**src/rtl/pwrup_pkg.sv**
```systemverilog
package pwrup_pkg;
  localparam int ADDR_W = 24;
  localparam int DATA_W = 32;
  localparam int MS_W = 8;
  localparam int N_STEPS = 29;
  localparam int FIRST_WR = 7;
  localparam int IDX_W = $clog2(N_STEPS);

  typedef enum logic [2:0] {K_PD_LO, K_PD_HI, K_HOST, K_POLL, K_WRITE} step_kind_e;
  typedef enum logic [1:0] {BUS_CMD = 2'd0, BUS_WR = 2'd1, BUS_RD = 2'd2} bus_op_e;

  localparam logic [1:0] SZ_B1 = 2'd0;
  localparam logic [1:0] SZ_B2 = 2'd1;
  localparam logic [1:0] SZ_B4 = 2'd2;

  typedef struct packed {
    step_kind_e        kind;
    logic [1:0]        size;
    logic [ADDR_W-1:0] addr;
    logic [DATA_W-1:0] data;
    logic [MS_W-1:0]   wait_ms;
  } step_t;

  localparam logic [7:0] HC_WAKE     = 8'h00;
  localparam logic [7:0] HC_XOSC     = 8'h44;
  localparam logic [7:0] HC_PLL48    = 8'h62;
  localparam logic [7:0] HC_CORE_RST = 8'h68;

  localparam logic [MS_W-1:0] MS_PD   = 8'd20;
  localparam logic [MS_W-1:0] MS_WAKE = 8'd20;
  localparam logic [MS_W-1:0] MS_CLK  = 8'd10;

  localparam int OFF_ID     = 'h00;
  localparam int OFF_TIM    = 'h20;
  localparam int OFF_SWZ    = 'h50;
  localparam int OFF_POL    = 'h54;
  localparam int OFF_SPREAD = 'h58;
  localparam int OFF_PCLK   = 'h5C;
  localparam int OFF_PWMF   = 'h60;
  localparam int OFF_PWMD   = 'h64;
  localparam int OFF_GDIR   = 'h70;
  localparam int OFF_GPIO   = 'h74;
  localparam int OFF_SWAP   = 'h80;
  localparam int OFF_TOUCH  = 'h90;

  localparam logic [7:0]  ID_VALUE  = 8'h7C;
  localparam logic [15:0] PWM_FREQ  = 16'd1000;
  localparam logic [15:0] PWM_DUTY  = 16'd100;
  localparam logic [7:0]  GDIR_VAL  = 8'h82;
  localparam logic [7:0]  GPIO_VAL  = 8'h80;
  localparam logic [31:0] DL_CLEAR  = 32'h2600_0007;
  localparam logic [31:0] DL_SHOW   = 32'h0000_0000;
  localparam logic [15:0] TOUCH_RZ  = 16'd1200;
endpackage

```
**src/rtl/pwrup_ms_timer.sv**
```systemverilog
module pwrup_ms_timer #(
  parameter int unsigned CLK_PER_MS = 100000,
  parameter int MS_W = 8
) (
  input  logic            clk_i,
  input  logic            rst_ni,
  input  logic            load_i,
  input  logic [MS_W-1:0] ms_i,
  output logic            done_o
);
  localparam int PW = (CLK_PER_MS > 1) ? $clog2(CLK_PER_MS) : 1;
  localparam logic [PW-1:0] PRE_TOP = PW'(CLK_PER_MS - 1);

  logic [PW-1:0]   pre_q;
  logic [MS_W-1:0] ms_q;
  logic            tick;

  assign tick   = (pre_q == '0);
  assign done_o = (ms_q == '0);

  // prescaler restarts on load so every delay is an exact multiple of a ms
  always_ff @(posedge clk_i or negedge rst_ni) begin
    if (!rst_ni) begin
      pre_q <= PRE_TOP;
      ms_q  <= '0;
    end else if (load_i) begin
      pre_q <= PRE_TOP;
      ms_q  <= ms_i;
    end else if (ms_q != '0) begin
      pre_q <= tick ? PRE_TOP : pre_q - 1'b1;
      if (tick) ms_q <= ms_q - 1'b1;
    end
  end

  p_busy_after_load_r2: assert property (@(posedge clk_i) disable iff (!rst_ni)
    load_i && ms_i != '0 |=> !done_o);
  p_ms_step_r3: assert property (@(posedge clk_i) disable iff (!rst_ni)
    !load_i && ms_q != '0 |=> (ms_q == $past(ms_q)) || (ms_q == $past(ms_q) - 1'b1));
endmodule

```
**src/rtl/pwrup_step_rom.sv**
```systemverilog
module pwrup_step_rom import pwrup_pkg::*; #(
  parameter logic [ADDR_W-1:0] REG_BASE = 24'h302000,
  parameter logic [ADDR_W-1:0] DL_BASE  = 24'h000000,
  parameter logic [15:0] H_CYCLE  = 16'd548,
  parameter logic [15:0] H_OFFSET = 16'd43,
  parameter logic [15:0] H_SIZE   = 16'd480,
  parameter logic [15:0] H_SYNC0  = 16'd0,
  parameter logic [15:0] H_SYNC1  = 16'd41,
  parameter logic [15:0] V_CYCLE  = 16'd292,
  parameter logic [15:0] V_OFFSET = 16'd12,
  parameter logic [15:0] V_SIZE   = 16'd272,
  parameter logic [15:0] V_SYNC0  = 16'd0,
  parameter logic [15:0] V_SYNC1  = 16'd10,
  parameter logic [7:0]  SWIZZLE  = 8'd0,
  parameter logic [7:0]  PCLK_POL = 8'd1,
  parameter logic [7:0]  PCLK_DIV = 8'd5
) (
  input  logic [IDX_W-1:0] idx_i,
  input  logic             bl_inv_i,
  output step_t            step_o
);
  localparam logic [15:0] TIM [10] = '{H_CYCLE, H_OFFSET, H_SIZE, H_SYNC0, H_SYNC1,
                                        V_CYCLE, V_OFFSET, V_SIZE, V_SYNC0, V_SYNC1};

  function automatic logic [ADDR_W-1:0] reg_at(input int off);
    return REG_BASE + ADDR_W'(off);
  endfunction

  always_comb begin
    int unsigned w;
    logic [3:0]  ti;
    step_o      = '0;
    step_o.kind = K_WRITE;
    step_o.size = SZ_B1;
    w  = 0;
    ti = '0;
    case (idx_i)
      IDX_W'(0): begin step_o.kind = K_PD_LO; step_o.wait_ms = MS_PD; end
      IDX_W'(1): begin step_o.kind = K_PD_HI; step_o.wait_ms = MS_PD; end
      IDX_W'(2): begin step_o.kind = K_HOST; step_o.addr = {HC_WAKE, 16'h0};     step_o.wait_ms = MS_WAKE; end
      IDX_W'(3): begin step_o.kind = K_HOST; step_o.addr = {HC_XOSC, 16'h0};     step_o.wait_ms = MS_CLK; end
      IDX_W'(4): begin step_o.kind = K_HOST; step_o.addr = {HC_PLL48, 16'h0};    step_o.wait_ms = MS_CLK; end
      IDX_W'(5): begin step_o.kind = K_HOST; step_o.addr = {HC_CORE_RST, 16'h0}; end
      IDX_W'(6): begin step_o.kind = K_POLL; step_o.addr = reg_at(OFF_ID); end
      default: begin
        w  = int'(idx_i) - FIRST_WR;
        ti = 4'(w);
        if (w < 10) begin
          step_o.addr = reg_at(OFF_TIM + 4 * int'(w));
          step_o.data = 32'(TIM[ti]);
          step_o.size = SZ_B2;
        end else begin
          case (w)
            10: begin step_o.addr = reg_at(OFF_SWZ);    step_o.data = 32'(SWIZZLE); end
            11: begin step_o.addr = reg_at(OFF_POL);    step_o.data = 32'(PCLK_POL); end
            12: begin step_o.addr = reg_at(OFF_SPREAD); step_o.data = 32'd1; end
            13: begin step_o.addr = reg_at(OFF_PCLK);   step_o.data = 32'(PCLK_DIV); end
            14: begin step_o.addr = reg_at(OFF_PWMF);   step_o.data = 32'(PWM_FREQ); step_o.size = SZ_B2; end
            15: begin
              step_o.addr = reg_at(OFF_PWMD);
              step_o.data = bl_inv_i ? 32'd0 : 32'(PWM_DUTY);
              step_o.size = SZ_B2;
            end
            16: begin step_o.addr = reg_at(OFF_GDIR);   step_o.data = 32'(GDIR_VAL); end
            17: begin step_o.addr = reg_at(OFF_GPIO);   step_o.data = 32'(GPIO_VAL); end
            18: begin step_o.addr = DL_BASE;            step_o.data = DL_CLEAR; step_o.size = SZ_B4; end
            19: begin step_o.addr = DL_BASE + 24'd4;    step_o.data = DL_SHOW;  step_o.size = SZ_B4; end
            20: begin step_o.addr = reg_at(OFF_SWAP);   step_o.data = 32'd1;    step_o.size = SZ_B4; end
            default: begin step_o.addr = reg_at(OFF_TOUCH); step_o.data = 32'(TOUCH_RZ); step_o.size = SZ_B2; end
          endcase
        end
      end
    endcase
  end
endmodule

```
**src/rtl/disp_pwrup_seq.sv**
```systemverilog
module disp_pwrup_seq import pwrup_pkg::*; #(
  parameter int unsigned CLK_PER_MS = 100000,
  parameter int unsigned POLL_MAX   = 1000,
  parameter logic [ADDR_W-1:0] REG_BASE = 24'h302000,
  parameter logic [ADDR_W-1:0] DL_BASE  = 24'h000000,
  parameter logic [15:0] H_CYCLE  = 16'd548,
  parameter logic [15:0] H_OFFSET = 16'd43,
  parameter logic [15:0] H_SIZE   = 16'd480,
  parameter logic [15:0] H_SYNC0  = 16'd0,
  parameter logic [15:0] H_SYNC1  = 16'd41,
  parameter logic [15:0] V_CYCLE  = 16'd292,
  parameter logic [15:0] V_OFFSET = 16'd12,
  parameter logic [15:0] V_SIZE   = 16'd272,
  parameter logic [15:0] V_SYNC0  = 16'd0,
  parameter logic [15:0] V_SYNC1  = 16'd10,
  parameter logic [7:0]  SWIZZLE  = 8'd0,
  parameter logic [7:0]  PCLK_POL = 8'd1,
  parameter logic [7:0]  PCLK_DIV = 8'd5
) (
  input  logic              clk_i,
  input  logic              rst_ni,
  input  logic              bl_inv_i,
  output logic              pd_no,
  output logic              req_o,
  output logic [1:0]        op_o,
  output logic [1:0]        size_o,
  output logic [ADDR_W-1:0] addr_o,
  output logic [DATA_W-1:0] wdata_o,
  input  logic              ack_i,
  input  logic [7:0]        rdata_i,
  output logic              ready_o,
  output logic              timeout_o
);
  localparam int TW = $clog2(POLL_MAX + 1);
  localparam logic [TW-1:0] TRY_LAST = TW'(POLL_MAX - 1);
  localparam logic [IDX_W-1:0] IDX_LAST = IDX_W'(N_STEPS - 1);

  typedef enum logic [2:0] {ST_STEP, ST_BUS, ST_WAIT, ST_READY, ST_FAIL} st_e;

  st_e              st_q;
  logic [IDX_W-1:0] idx_q;
  logic [TW-1:0]    tries_q;
  logic             pd_q, id_ok_q;
  step_t            step;
  bus_op_e          bus_op;
  logic             tmr_load, tmr_done, last_step, pd_step;

  pwrup_step_rom #(
    .REG_BASE(REG_BASE), .DL_BASE(DL_BASE),
    .H_CYCLE(H_CYCLE), .H_OFFSET(H_OFFSET), .H_SIZE(H_SIZE), .H_SYNC0(H_SYNC0), .H_SYNC1(H_SYNC1),
    .V_CYCLE(V_CYCLE), .V_OFFSET(V_OFFSET), .V_SIZE(V_SIZE), .V_SYNC0(V_SYNC0), .V_SYNC1(V_SYNC1),
    .SWIZZLE(SWIZZLE), .PCLK_POL(PCLK_POL), .PCLK_DIV(PCLK_DIV)
  ) u_rom (
    .idx_i(idx_q), .bl_inv_i(bl_inv_i), .step_o(step)
  );

  pwrup_ms_timer #(.CLK_PER_MS(CLK_PER_MS), .MS_W(MS_W)) u_timer (
    .clk_i(clk_i), .rst_ni(rst_ni), .load_i(tmr_load), .ms_i(step.wait_ms), .done_o(tmr_done)
  );

  assign last_step = (idx_q == IDX_LAST);
  assign pd_step   = (step.kind == K_PD_LO) || (step.kind == K_PD_HI);
  assign tmr_load  = (st_q == ST_STEP && pd_step) ||
                     (st_q == ST_BUS && ack_i && step.kind != K_POLL && step.wait_ms != '0);

  always_comb begin
    case (step.kind)
      K_HOST:  bus_op = BUS_CMD;
      K_WRITE: bus_op = BUS_WR;
      default: bus_op = BUS_RD;
    endcase
  end

  assign req_o     = (st_q == ST_BUS);
  assign op_o      = bus_op;
  assign size_o    = step.size;
  assign addr_o    = step.addr;
  assign wdata_o   = step.data;
  assign pd_no     = pd_q;
  assign ready_o   = (st_q == ST_READY);
  assign timeout_o = (st_q == ST_FAIL);

  always_ff @(posedge clk_i or negedge rst_ni) begin
    if (!rst_ni) begin
      st_q    <= ST_STEP;
      idx_q   <= '0;
      tries_q <= '0;
      pd_q    <= 1'b1;
      id_ok_q <= 1'b0;
    end else begin
      case (st_q)
        ST_STEP: begin
          if (pd_step) begin
            pd_q <= (step.kind == K_PD_HI);
            st_q <= ST_WAIT;
          end else begin
            st_q <= ST_BUS;
          end
        end
        ST_BUS: if (ack_i) begin
          if (step.kind == K_POLL) begin
            if (rdata_i == ID_VALUE) begin
              id_ok_q <= 1'b1;
              idx_q   <= idx_q + 1'b1;
              st_q    <= ST_STEP;
            end else if (tries_q == TRY_LAST) begin
              st_q <= ST_FAIL;
            end else begin
              tries_q <= tries_q + 1'b1;
            end
          end else if (step.wait_ms != '0) begin
            st_q <= ST_WAIT;
          end else if (last_step) begin
            st_q <= ST_READY;
          end else begin
            idx_q <= idx_q + 1'b1;
            st_q  <= ST_STEP;
          end
        end
        ST_WAIT: if (tmr_done) begin
          idx_q <= idx_q + 1'b1;
          st_q  <= ST_STEP;
        end
        default: st_q <= st_q;
      endcase
    end
  end

  p_hold_req_r12: assert property (@(posedge clk_i) disable iff (!rst_ni)
    req_o && !ack_i |=> req_o && $stable(addr_o) && $stable(op_o) && $stable(wdata_o));
  p_pd_quiet_r2: assert property (@(posedge clk_i) disable iff (!rst_ni)
    !pd_no |-> !req_o);
  p_no_early_write_r4: assert property (@(posedge clk_i) disable iff (!rst_ni)
    req_o && op_o == BUS_WR |-> id_ok_q);
  p_fail_quiet_r5: assert property (@(posedge clk_i) disable iff (!rst_ni)
    timeout_o |=> timeout_o && !req_o && !ready_o);
  p_ready_quiet_r11: assert property (@(posedge clk_i) disable iff (!rst_ni)
    ready_o |=> ready_o && !req_o && !timeout_o);
  p_one_flag_r11: assert property (@(posedge clk_i) disable iff (!rst_ni)
    $onehot0({ready_o, timeout_o, req_o}));
endmodule

```
**config.mk**
```make
export PLATFORM = sky130hd
export DESIGN_NAME = disp_pwrup_seq
export DESIGN_NICKNAME = d
export VERILOG_FILES = /design/src/rtl/pwrup_pkg.sv /design/src/rtl/pwrup_ms_timer.sv /design/src/rtl/pwrup_step_rom.sv /design/src/rtl/disp_pwrup_seq.sv
export SDC_FILE = /design/constraint.sdc
export NUM_CORES = 1
export LEC_CHECK = 0
export CORE_ASPECT_RATIO = 0.6
export CORE_UTILIZATION = 39
export DETAILED_ROUTE_END_ITERATION = 12
export PLACE_DENSITY = 0.64
export SLEW_MARGIN = 10
export SYNTH_ARGS = -nofsm -noshare
export SYNTH_HDL_FRONTEND = slang
export SYNTH_SLANG_ARGS = --single-unit
```
**constraint.sdc**
```tcl
create_clock -name clk_i -period 3.1 [get_ports clk_i]
set_input_delay 0.465 -clock clk_i [delete_from_list [all_inputs] [get_ports clk_i]]
set_output_delay 0.465 -clock clk_i [all_outputs]
set_load 0.1 [all_outputs]
```
; Yosys cells after proc, flatten, opt, wreduce, memory -nomap -nowiden
; Memories as Yosys holds them, arrays and structs flattened.
; Cells that the tools add are included.
[classes]
n_addsub = 7
magnitude_cmp = 2
n_eq_ne = 35
n_mux = 34
n_bitwise = 3
reduce_logical = 28
[op_table]
columns = op, count
row1 = $pmux W54 S11, 1
row2 = $eq A32 B4 Y1 const B, 6
row3 = $eq A32 B5 Y1 const B, 5
row4 = $pmux W24 S5, 1
row5 = $mux W58, 1
row6 = $mux W17, 3
row7 = $lt A32 B4 Y1 const B, 1
row8 = $mux W16, 2
row9 = $mux W32, 1
row10 = $mux W5, 6
row11 = $add A22 B24 Y24 const A, 1
row12 = $mux W8, 3
row13 = $pmux W5 S2, 2
row14 = $logic_not A17 Y1, 1
row15 = $sub A17 B1 Y17 const B, 1
row16 = $reduce_bool A8 Y1, 2
row17 = $eq A5 B3 Y1 const B, 3
row18 = $mux W3, 5
row19 = $eq A3 B2 Y1 const B, 4
row20 = $ne A3 B2 Y1 const B, 4
row21 = $pmux W3 S4, 1
row22 = $add A10 B1 Y10 const B, 1
row23 = $eq A10 B10 Y1 const B, 1
row24 = $eq A5 B2 Y1 const B, 2
row25 = other kinds (35), 51
[word_totals]
reg_bits = 44
mem_bits_ro = 256
inputBits = 12
output_inout_bits = 64
word_cells = 116
memories = 1
[memory_table]
columns = memory, words, width, read_ports, rd_ports_with_merged_regs, write_ports, line_no
row1 = (no name shown), 16, 16, 1, 0, 0, pwrup_step_rom.sv:50  ; step_o.data = 32'(TIM[ti]);

; Logic depth before layout (Yosys ltp)
[logic_depth]
depth_word = 9
depth_mapped = 10
mapped_depth_nobuf = 8

; Hierarchy
; A second synthesis with hierarchy kept.
[unflattened]
cells_unflattened = 486
hier_area_um2 = 4177.8
[by_module_without_submodules]
columns = module, instances, cells_per_inst, area_each_um2, seq_area_each_um2
row1 = pwrup_step_rom, 1, 215, 1519.0, 0.0
row2 = pwrup_ms_timer, 1, 158, 1477.7, 638.1
row3 = disp_pwrup_seq, 1, 113, 1181.1, 476.7

; Worst setup path after synthesis
; No wires, ideal clock.
[synth_timing]
path_kind = reg-to-output
start = register idx_q[0]
end = output port wdata_o[9]
t_arrival_ns = 4.566
required_ns = 2.635
path_slack_ns = -1.931
stages_incl_launch_ff = 10
n_path_buf = 2
cell_sequence = dfrtp_1 buf_2 inv_1 ha_1 clkbuf_1 nor3_1 a21oi_1 inv_1 nand2_1 a211oi_1
[synth_via]
elab_chain_len = 7
word_cells_on_any_way = 28
classes_between = add/sub: 1 / order compare: 1 / eq/ne: 17 / mux: 5 / bitwise: 1 / reduce/logical: 2 / memory: 1
[synth_lines]
columns = element, line_no
row1 = from (decl), disp_pwrup_seq.sv:41  ; logic [IDX_W-1:0] idx_q;
row2 = from (signal assigned), disp_pwrup_seq.sv:104  ; idx_q <= idx_q + 1'b1;
row3 = from (signal assigned), disp_pwrup_seq.sv:116  ; idx_q <= idx_q + 1'b1;
row4 = from (signal assigned), disp_pwrup_seq.sv:121  ; idx_q <= idx_q + 1'b1;
row5 = "parallel branches: the longest is 6 deep, another holds $lt A32 B4 Y1", -
row6 = $mux W32 *, pwrup_step_rom.sv:37  ; case (idx_i)
row7 = to (decl), disp_pwrup_seq.sv:28  ; output logic [DATA_W-1:0] wdata_o,
; Every way passes the cells marked *. The select of a mux whose other input is x is not followed.

; Worst setup path after layout
[layout_timing]
start = register idx_q[2]
end = output port addr_o[13]
[layout_via]
elab_chain_len = 5
word_cells_on_any_way = 26
classes_between = add/sub: 3 / order compare: 1 / eq/ne: 17 / mux: 3 / reduce/logical: 2
[layout_lines]
columns = element, line_no
row1 = $sub A5 B3 Y6, pwrup_step_rom.sv:46  ; w = int'(idx_i) - FIRST_WR;
row2 = $add A7 B8 Y9 (tied with other cells), pwrup_step_rom.sv:49  ; step_o.addr = reg_at(OFF_TIM + 4 * int'(w));
row3 = $add A22 B24 Y24 or $pmux W54 S11 (tied branches), "pwrup_step_rom.sv:26, pwrup_step_rom.sv:53"
row4 = $mux W58, pwrup_step_rom.sv:48  ; if (w < 10) begin
row5 = $pmux W24 S5 *, pwrup_step_rom.sv:37
row6 = to (decl), disp_pwrup_seq.sv:27  ; output logic [ADDR_W-1:0] addr_o,
; Every way passes the cells marked *; elsewhere a longest branch is shown, timed or not.

==> results_tabular.tex <==
\begin{tabular}{lr}
\hline
Metric & Value \\
\hline
\multicolumn{2}{l}{\textbf{Final layout}} \\
\quad Layout area overhead & 40.37\% \\
\quad Fraction of final layout cells sized beyond drive strength 1 & 0.3082 \\
\quad Leading cell type in the layout, fill and taps excluded & nand2\_1 \\
\quad Final non-filler cell area & 0.004868 mm\^{}2 \\
\quad Number of antenna repair diodes & 0 \\
\quad \# fillers & 755 \\
\quad Commonest cells after routing, fill and taps aside & 40 x nand2\_1, 33 x dfrtp\_1, 30 x buf\_4 \\
\quad Nets & 499 \\
\multicolumn{2}{l}{\textbf{Yosys}} \\
\quad Post-synth EDFFs & 0 \\
\quad Top\_reg\_cell synth & dfrtp\_1 \\
\quad Synth Area in Compound Gates & 0.1508 \\
\quad Top-area cell type share of the netlist area & 0.2381 \\
\quad Cell type with the largest total area after synthesis & dfrtp\_1 \\
\quad Number of standard cells after synthesis & 421 \\
\quad Cell types with the largest area share after synthesis & dfrtp\_1 24\%, dfstp\_2 8.3\%, buf\_4 7.1\%, nand2\_1 4.7\%, xnor2\_1 4.5\% \\
\quad Simple-gate share of the synthesized area & 0.2731 \\
\quad Average cell area after synthesis & 8.238 um\^{}2 \\
\quad Post-Syn Area & 0.003468 mm\^{}2 \\
\quad Share of synthesized area spent on multiplexers & 0.01515 \\
\quad Total number of yosys warnings & 0 \\
\quad Adder-cell area share of the yosys netlist & 0.03968 \\
\quad Part of the Yosys area used for sequential elements & 0.3214 \\
\quad Number of distinct library cells after synthesis & 66 \\
\quad Share of flip-flops with an asynchronous set or reset after synthesis & 1.000 \\
\quad XOR/XNOR Fraction of Synth Area & 0.08333 \\
\quad Dominant combinational cell family by area after synthesis & simple AND/OR/NAND/NOR gates \\
\quad Number of flip-flops and latches in the synthesized netlist & 44 \\
\multicolumn{2}{l}{\textbf{CTS}} \\
\quad Clock Sink Count & 44 \\
\quad Clock tree from TritonCTS & built \\
\quad Clock Tree Root & clkbuf\_16 \\
\quad Max H-tree Level & 2 \\
\quad Maximum clock insertion buffer count & 2 \\
\quad Clock-pin slew reported for the worst setup and hold paths after clock tree synthesis & 0.06 ns \\
\quad Clock latency of the later-clocked register in the worst-skew pair & 0.29 ns \\
\quad TritonCTS buffer count & 5 \\
\multicolumn{2}{l}{\textbf{Die}} \\
\quad Placement Rows & 26 \\
\quad Area of the die & 0.009286 mm\^{}2 \\
\quad Total core area & 0.008556 mm\^{}2 \\
\quad Effective utilization at floorplan & 0.4054 \\
\quad Floorplan die width & 123.7 um \\
\quad Height of the chip & 75.05 um \\
\quad Num ports & 76 \\
\multicolumn{2}{l}{\textbf{Flow run}} \\
\quad Max Cap Viol & 0 \\
\multicolumn{2}{l}{\textbf{Worst setup path}} \\
\quad Maximum fanout encountered on the critical timing path & 17 \\
\quad Critical Path Source Type & register \\
\quad Required time worst endpoint & 2.63 ns \\
\quad Worst setup path category & register to output port \\
\quad Critical path arrival & 2.55 ns \\
\quad Kind of end point of the critical path & output port \\
\multicolumn{2}{l}{\textbf{STA}} \\
\quad Clock skew & 0.003751 ns \\
\quad Final hold viol count & 0 \\
\quad Setup repair after global routing missed its margin & true \\
\quad Final-layout worst hold slack & 0.3299 ns \\
\quad Count of pins over their slew limit & 0 \\
\quad Post-layout min period & 3.016 ns \\
\quad Setup violations, final & 0 \\
\quad Period Utilization, post-route & 0.9730 \\
\quad Achievable clock frequency & 331.5 MHz \\
\quad Relative slew margins & 0.3457 \\
\quad TNS Setup & 0 ns \\
\quad Least-Margin Pin Slew & 0.9815 ns \\
\multicolumn{2}{l}{\textbf{Power and ir drop}} \\
\quad Worst voltage drop across the vdd grid & 0.2076 mV \\
\quad Power density of the placed cells & 285.5 mW/mm\^{}2 \\
\quad Static Leakage & 2.006 nW \\
\multicolumn{2}{l}{\textbf{Global route}} \\
\quad Number of global-route vias before repair & 2996 \\
\quad Number of antenna violations at the first check in global routing & 0 \\
\quad Largest net degree at the start of global routing & 45 \\
\quad Final global-route overflow total & 0 \\
\quad GR Util All Layers & 0.2165 \\
\quad Global-route wire length before repair & 15.30 mm \\
\multicolumn{2}{l}{\textbf{Drt}} \\
\quad Post-route ant nets & 0 \\
\quad Iteration-0 DRC count of the detailed router & 361 \\
\quad Wire length after detailed routing & 9.740 mm \\
\quad Via count & 3257 \\
\quad Router iterations before antenna repair & 4 \\
\quad DRC violations left & 0 \\
\quad Routed vias/inst & 5.530 \\
\quad Per-cell routed wire length & 16.54 um \\
\multicolumn{2}{l}{\textbf{Placed design}} \\
\quad Detailed placer's ending HPWL & 7.498 mm \\
\quad Weighted congestion reported at the end of routability-driven placement & 0.9179 \\
\quad Buffers added on ports & 46 \\
\quad Cell Area, Placed & 0.004587 mm\^{}2 \\
\multicolumn{2}{l}{\textbf{Worst hold path}} \\
\quad Min-delay worst type & input port to asynchronous set/reset pin \\
\multicolumn{2}{l}{\textbf{Status}} \\
\quad Run status & finished, final reports clean \\
\hline
\end{tabular}
flip-flops by register name, indices dropped and copies added, names as in the netlist:
name and flops:
idx_q 5, tries_q 10, u_timer.ms_q 8, u_timer.pre_q 17
st_q 3, pd_no 1
through the flow:
step / instances / total power, W / setup WS, ns / utilization
global placement: 577 / 0.0007626 / 0.2809 / 0.5361
finish: 589 / 0.001390 / 0.08378 / 0.5690
global route: 589 / 0.001426 / -0.04196 / 0.5690
detailed placement: 577 / 0.0007628 / 0.2008 / 0.5361
CTS: 589 / 0.001403 / 0.008020 / 0.5620
floorplan: 449 / 0.0007665 / -0.1391 / -
layer usage:
metal	vias to the layer above	GRT usage	routed length (um)
li1	1535	-	-
met1	1561	0.3425	4946
met2	150	0.2858	3809
met3	11	0.05379	898
met4	0	0.04953	86
met5	-	0	0
cells in the mapped netlist, types with 6 or more instances:
cell,count
nand3_1,17
clkbuf_1,12
a21oi_1,16
o22ai_1,9
dfstp_2,11
xnor2_1,18
inv_1,14
nand2_1,43
and3_1,6
xor2_1,15
o21ai_0,11
nor2_1,40
buf_4,33
nor3_1,27
dfrtp_1,33
ha_1,11
nand4_1,6
cells by family (layout without fill, tap and decap cells):
family          count (synthesis)  after routing
compound gates                 76             76
xor+xnor                       33             33
fa+ha+maj                      11             11
buf+inv                        68             96
flops                          44             44
mux                             5              5
other cells                     1             29
simple gates                  183            183
final timing paths:
path	slack, ns	cells after the start	to	startpoint
max	0.08	8	addr_o[13]	idx_q[2]
min	0.33	1	u_timer.pre_q[14]	rst_ni
max reg2reg	0.34	9	tries_q[7]	idx_q[1]
min reg2reg	0.46	2	pd_no	pd_no
max in group asynchronous	2.15	1	tries_q[3]	rst_ni
min in group clk_i	0.46	2	pd_no	pd_no
worst max-delay path, cell delays in order, from the launching register on:
cell	delay (ns)
dfrtp_1	0.45
buf_4	0.23
and3_1	0.18
o32a_1	0.44
o311ai_2	0.33
nor2_1	0.11
buf_4	0.18
o22ai_4	0.13
buf_12	0.20
repair_timing:
item                                    in CTS  in global routing
setup buffers                                4                  0
gates resized for setup                      3                 12
hold buffers                                 0                  0
endpoints found under the setup margin      11                 20
pin swaps                                    2                  1
final cells by class:
type	instances	area [um^2]	area share
Inverter	15	65.06	0.01336
Sequential cell	44	1115	0.2290
Clock buffer	7	152.6	0.03135
Multi-Input combinational cell	337	2421	0.4973
Timing Repair Buffer	73	944.7	0.1940
Clock inverter	1	30.03	0.006168
Tap cell	112	140.1	0.02878
power breakdown:
group	internal [W]	leakage, nW	total [W]	switching (W)
combinational	0.0000119	1.35	0.000178	0.000166
clock	0.000424	0.0901	0.000637	0.000213
sequential	0.000575	0.566	0.000575	0
total	0.00101	2.01	0.00139	0.000379
Power figures use the tool's default switching activity.
